## src/rtl/fcap_pkg.sv

```systemverilog
package fcap_pkg;
  typedef enum logic [1:0] {
    EDGE_NONE = 2'b00,
    EDGE_RISE = 2'b01,
    EDGE_FALL = 2'b10,
    EDGE_BOTH = 2'b11
  } edge_sel_e;
endpackage

```

## src/rtl/fcap_tick_gen.sv

```systemverilog
module fcap_tick_gen #(
  parameter int PSC_W = 4
) (
  input  logic             clk_i,
  input  logic             rst_ni,
  input  logic [PSC_W-1:0] psc_i,
  output logic             tick_o
);
  logic [PSC_W-1:0] div_q;

  assign tick_o = (psc_i == '0) || (div_q == psc_i);

  always_ff @(posedge clk_i or negedge rst_ni) begin
    if (!rst_ni)     div_q <= '0;
    else if (tick_o) div_q <= '0;
    else             div_q <= div_q + 1'b1;
  end
endmodule

```

## src/rtl/fcap_sync.sv

```systemverilog
module fcap_sync #(
  parameter int STAGES = 2
) (
  input  logic clk_i,
  input  logic rst_ni,
  input  logic async_i,
  output logic sync_o,
  output logic dly_o
);
  logic [STAGES:0] chain_q;

  always_ff @(posedge clk_i or negedge rst_ni) begin
    if (!rst_ni) chain_q <= '0;
    else         chain_q <= {chain_q[STAGES-1:0], async_i};
  end

  assign sync_o = chain_q[STAGES-1];
  // one more stage, used in front of the enabled filter
  assign dly_o  = chain_q[STAGES];
endmodule

```

## src/rtl/fcap_filter.sv

```systemverilog
module fcap_filter #(
  parameter int FVAL_W = 4
) (
  input  logic              clk_i,
  input  logic              rst_ni,
  input  logic              src_i,
  input  logic              tick_i,
  input  logic [FVAL_W-1:0] fval_i,
  output logic              lvl_o,
  output logic              acc_o
);
  localparam int FCNT_W = FVAL_W + 2;

  logic [FCNT_W-1:0] cnt_q;
  logic [FCNT_W-1:0] target;
  logic              lvl_q;
  logic              differ;

  assign target = {fval_i, 2'b00};
  assign differ = src_i != lvl_q;
  assign acc_o  = differ && tick_i && (cnt_q == target);
  assign lvl_o  = lvl_q;

  always_ff @(posedge clk_i or negedge rst_ni) begin
    if (!rst_ni) begin
      cnt_q <= '0;
      lvl_q <= 1'b0;
    end else if (!differ) begin
      cnt_q <= '0;
    end else if (acc_o) begin
      cnt_q <= '0;
      lvl_q <= src_i;
    end else if (tick_i) begin
      cnt_q <= cnt_q + 1'b1;
    end
  end
endmodule

```

## src/rtl/fcap_capture.sv

```systemverilog
module fcap_capture
  import fcap_pkg::*;
#(
  parameter int CNT_W = 16
) (
  input  logic             clk_i,
  input  logic             rst_ni,
  input  logic             acc_i,
  input  logic             new_lvl_i,
  input  logic [1:0]       edge_sel_i,
  input  logic [CNT_W-1:0] cnt_i,
  input  logic             clr_i,
  output logic             cap_evt_o,
  output logic             flag_o,
  output logic [CNT_W-1:0] cap_o
);
  edge_sel_e sel;
  logic      match;

  assign sel = edge_sel_e'(edge_sel_i);

  always_comb begin
    unique case (sel)
      EDGE_RISE: match = new_lvl_i;
      EDGE_FALL: match = !new_lvl_i;
      EDGE_BOTH: match = 1'b1;
      default:   match = 1'b0;
    endcase
  end

  assign cap_evt_o = acc_i && match;

  always_ff @(posedge clk_i or negedge rst_ni) begin
    if (!rst_ni) begin
      flag_o <= 1'b0;
      cap_o  <= '0;
    end else begin
      if (cap_evt_o) begin
        flag_o <= 1'b1;
        cap_o  <= cnt_i;
      end else if (clr_i) begin
        flag_o <= 1'b0;
      end
    end
  end
endmodule

```

## src/rtl/filt_capture_chan.sv

```systemverilog
module filt_capture_chan #(
  parameter int CNT_W  = 16,
  parameter int FVAL_W = 4,
  parameter int PSC_W  = 4
) (
  input  logic              clk_i,
  input  logic              rst_ni,
  input  logic              chan_i,
  input  logic [CNT_W-1:0]  cnt_i,
  input  logic [FVAL_W-1:0] fval_i,
  input  logic [PSC_W-1:0]  psc_i,
  input  logic [1:0]        edge_sel_i,
  input  logic              clr_i,
  output logic              flag_o,
  output logic [CNT_W-1:0]  cap_o
);
  logic tick;
  logic sync_lvl;
  logic dly_lvl;
  logic flt_src;
  logic flt_lvl;
  logic acc;
  logic cap_evt;

  fcap_tick_gen #(.PSC_W(PSC_W)) u_tick (
    .clk_i  (clk_i),
    .rst_ni (rst_ni),
    .psc_i  (psc_i),
    .tick_o (tick)
  );

  fcap_sync #(.STAGES(2)) u_sync (
    .clk_i   (clk_i),
    .rst_ni  (rst_ni),
    .async_i (chan_i),
    .sync_o  (sync_lvl),
    .dly_o   (dly_lvl)
  );

  // the bypass path skips the extra stage, which keeps the latency at 3 edges
  assign flt_src = (fval_i != '0) ? dly_lvl : sync_lvl;

  fcap_filter #(.FVAL_W(FVAL_W)) u_filt (
    .clk_i  (clk_i),
    .rst_ni (rst_ni),
    .src_i  (flt_src),
    .tick_i (tick),
    .fval_i (fval_i),
    .lvl_o  (flt_lvl),
    .acc_o  (acc)
  );

  fcap_capture #(.CNT_W(CNT_W)) u_cap (
    .clk_i      (clk_i),
    .rst_ni     (rst_ni),
    .acc_i      (acc),
    .new_lvl_i  (flt_src),
    .edge_sel_i (edge_sel_i),
    .cnt_i      (cnt_i),
    .clr_i      (clr_i),
    .cap_evt_o  (cap_evt),
    .flag_o     (flag_o),
    .cap_o      (cap_o)
  );
endmodule

```

## config.mk

```make
export PLATFORM = sky130hd
export DESIGN_NAME = filt_capture_chan
export DESIGN_NICKNAME = d
export VERILOG_FILES = /design/src/rtl/fcap_pkg.sv /design/src/rtl/fcap_tick_gen.sv /design/src/rtl/fcap_sync.sv /design/src/rtl/fcap_filter.sv /design/src/rtl/fcap_capture.sv /design/src/rtl/filt_capture_chan.sv
export SDC_FILE = /design/constraint.sdc
export NUM_CORES = 1
export LEC_CHECK = 0
export ABC_AREA = 1
export BUFFER_PORTS_ARGS = -buffer_cell sky130_fd_sc_hd__buf_2
export CORE_MARGIN = 3
export CORE_UTILIZATION = 51
export CTS_CLUSTER_SIZE = 28
export DETAILED_ROUTE_END_ITERATION = 6
export GPL_ROUTABILITY_DRIVEN = 0
export PLACE_DENSITY_LB_ADDON = 0.05
export SYNTH_ARGS = -nofsm -noshare
export SYNTH_HDL_FRONTEND = slang
export SYNTH_SLANG_ARGS = --single-unit
```

## constraint.sdc

```tcl
create_clock -name clk_i -period 1.85 [get_ports clk_i]
set_input_delay 0.37 -clock clk_i [delete_from_list [all_inputs] [get_ports clk_i]]
set_output_delay 0.37 -clock clk_i [all_outputs]
set_load 0.01 [all_outputs]
```

==> qor.yml <==
drt:
  wl_um: 3096
  via_count: 1320
  routedWlPerCell_um: 11.34
  antenna_left: 0
  first_iter_violations: 47
  drt_pass1_iterations: 4
  drc: 0
  viasPerCell: 4.835
synthesis:
  ys_ff_latch: 31
  syn_avg_cell_area_um2: 8.855
  netlist_area_mm2: 0.001603
  ys_seq_area_share_pct: 48.40
  synth.distinct_cells: 23
  syn_inst: 181
  syn-num-nets: 214
  yosysWarnings: 0
pwr:
  leakagePower_nw: 1.086
  cellPowerDensity_mw_per_mm2: 926.2
  irDropWorstVdd_uv: 545.1
  power_mw: 1.758
clock_network:
  cts_resized: 0
  cts.sinks: 31
  clock_path_buffers: 2
  cts_root_buffer: "clkbuf_4"
  cts-hold-fix-buffers: 0
  cts_setup_buffers: 0
  clk_pin_slew_ns: 0.09
  numCtsBuffers: 5
  tritoncts: "done"
  clk_latency_ns: 0.32
  cts_max_level: 2
cells_and_area:
  diodes: 0
  final_cell_mix: "nand2_1, buf_2, dfrtp_1"
  nNetsFinal: 264
  final_common_cell: "nand2_1"
  area_delta_synth_final_pct: 18.42
  drive_gt1_share_pct: 32.03
timing:
  hold_viol: 0
  rsz0062_at_grt: "no"
  tightest_slew_ns: 0.6728
  final-max-slew-violation-count: 0
  slew_headroom_pct: 55.15
  period_needed_ns: 1.501
  tns_ns: 0
  period_share_pct: 81.12
  fmax_mhz: 666.4
  setup_viol: 0
  clock_skew_ns: 0.005928
die:
  io_pins: 47
  die_w_um: 62.06
  core-area_mm2: 0.002877
  rows: 19
  die_h_um: 62.06
  die_area_mm2: 0.003851
  initial_core_util_pct: 55.72
setup_path:
  critPathRequiredTime_ns: 2.12
  worstSetupEndpointType: "register"
  path_class: "reg -> reg"
  critPathLaunchType: "register"
  worstReg2RegEnd: "u_cap.cap_o[0]$_DFFE_PN0P_"
  arrival_ns: 1.77
  reg2reg_depth: 7
  cp_max_fo: 18
  reg2reg_slack_ns: 0.35
  cp-startpoint: "u_filt.cnt_q[3]$_DFFE_PN0P_"
  r2r-start: "u_filt.cnt_q[3]$_DFFE_PN0P_"
global_route:
  grt_use_total_pct: 18.55
  grt.overflow.total: 0
  antenna_found_initial: 0
  grt_max_degree: 32
  grt_pass1_wl_um: 5112
  grt_pass1_vias: 1170
hold_path:
  min_path_type: "in -> async"
placed_design:
  dp_hpwl_um: 2358
  io_buffers: 46
run:
  max-cap-violations: 0
status:
  status: "completed"
power breakdown:
part	switching [mW]	total (mW)	internal, mW
Clock	0.213	0.389	0.176
Sequential	0.0906	0.877	0.786
Combinational	0.292	0.492	0.201
Total	0.595	1.76	1.16
worst max-delay path by stage:
stage | depth (start not counted) | slack [ns] | end
6_report | 7 | 0.35 | u_cap.cap_o[0]$_DFFE_PN0P_
5_1_grt | 9 | 0.20 | u_filt.cnt_q[4]$_DFFE_PN0P_
4_1_cts | 7 | 0.34 | u_cap.cap_o[0]$_DFFE_PN0P_
3_5_place_dp | 8 | 0.25 | u_filt.cnt_q[3]$_DFFE_PN0P_
3_3_place_gp | 9 | 0.30 | u_cap.cap_o[11]$_DFFE_PN0P_
2_1_floorplan | 9 | 0.46 | u_cap.cap_o[10]$_DFFE_PN0P_
area by class of cell:
class,count,area [µm²]
Fill cell,256,978.4
Sequential cell,31,775.7
Multi-Input combinational cell,127,704.4
Timing Repair Buffer,47,237.7
Inverter,19,71.32
Tap cell,42,52.55
Clock buffer,6,51.30
Clock inverter,1,5.005
layer usage:
| layer | vias to the layer above | GRT usage (%) | wire (µm) |
|---|---|---|---|
| met2 | 43 | 30.03 | 1491 |
| met4 | 0 | 6.364 | 45 |
| met5 | - | 0 | 0 |
| li1 | 666 | - | - |
| met3 | 5 | 6.818 | 265 |
| met1 | 606 | 22.80 | 1293 |
state kept, by name, summed over array words and instances (netlist names):
signal / cells
u_cap.cap_o: 16
u_filt.cnt_q: 6
u_tick.div_q: 4
u_sync.chain_q: 3
u_cap.flag_o: 1
u_filt.lvl_o: 1
cells in the mapped netlist:
cell	instances	area, µm²
a21oi_1	1	5.000
buf_6	2	22.52
buf_8	1	15.01
clkbuf_8	1	13.76
dfrtp_1	31	775.7
ha_1	3	37.54
inv_1	16	60.06
inv_2	3	11.26
nand2_1	60	225.2
nand2_2	3	18.77
nand2_4	4	45.04
nand3_1	21	105.1
nand3_2	4	40.04
nand3b_1	1	7.510
nand4_1	2	12.51
nand4_4	1	21.27
nor2_1	6	22.52
nor2_2	3	18.77
nor2_4	1	11.26
nor2_8	1	20.02
o21ai_0	7	35.03
xnor2_1	6	52.55
xor2_1	3	26.28
per-stage QoR:
step / util [%] / worst slack, ns / std cells / hold WS (ns) / area [µm²]
floorplan: - / 0.4632 / 181 / 0.07441 / 1603
global placement: 64.03 / 0.3016 / 266 / 0.3328 / 1842
detailed placement: 64.03 / 0.2511 / 266 / 0.3456 / 1842
CTS: 65.99 / 0.3352 / 273 / 0.07749 / 1898
global route: 65.99 / 0.2006 / 273 / 0.09956 / 1898
finish: 65.99 / 0.3493 / 273 / 0.07443 / 1898
kinds of logic (layout without fill, tap and decap cells):
logic type / Yosys count / after routing / synth area share, %
and+or+nand+nor: 107 / 107 / 34.19
DFF: 31 / 31 / 48.40
buffers and inverters: 23 / 73 / 7.650
xor gates and xnor gates: 9 / 9 / 4.918
AOI/OAI and AO/OA: 8 / 8 / 2.498
adders and majority gates: 3 / 3 / 2.342
critical path: stages, from the launching register on:
cell and delay (ns):
dfrtp_1 0.46, xnor2_1 0.22, nand3_2 0.10, nor2_4 0.14
inv_2 0.08, nor2_8 0.24, nand3_1 0.12, nand2_1 0.08
Power figures use the tool's default switching activity.
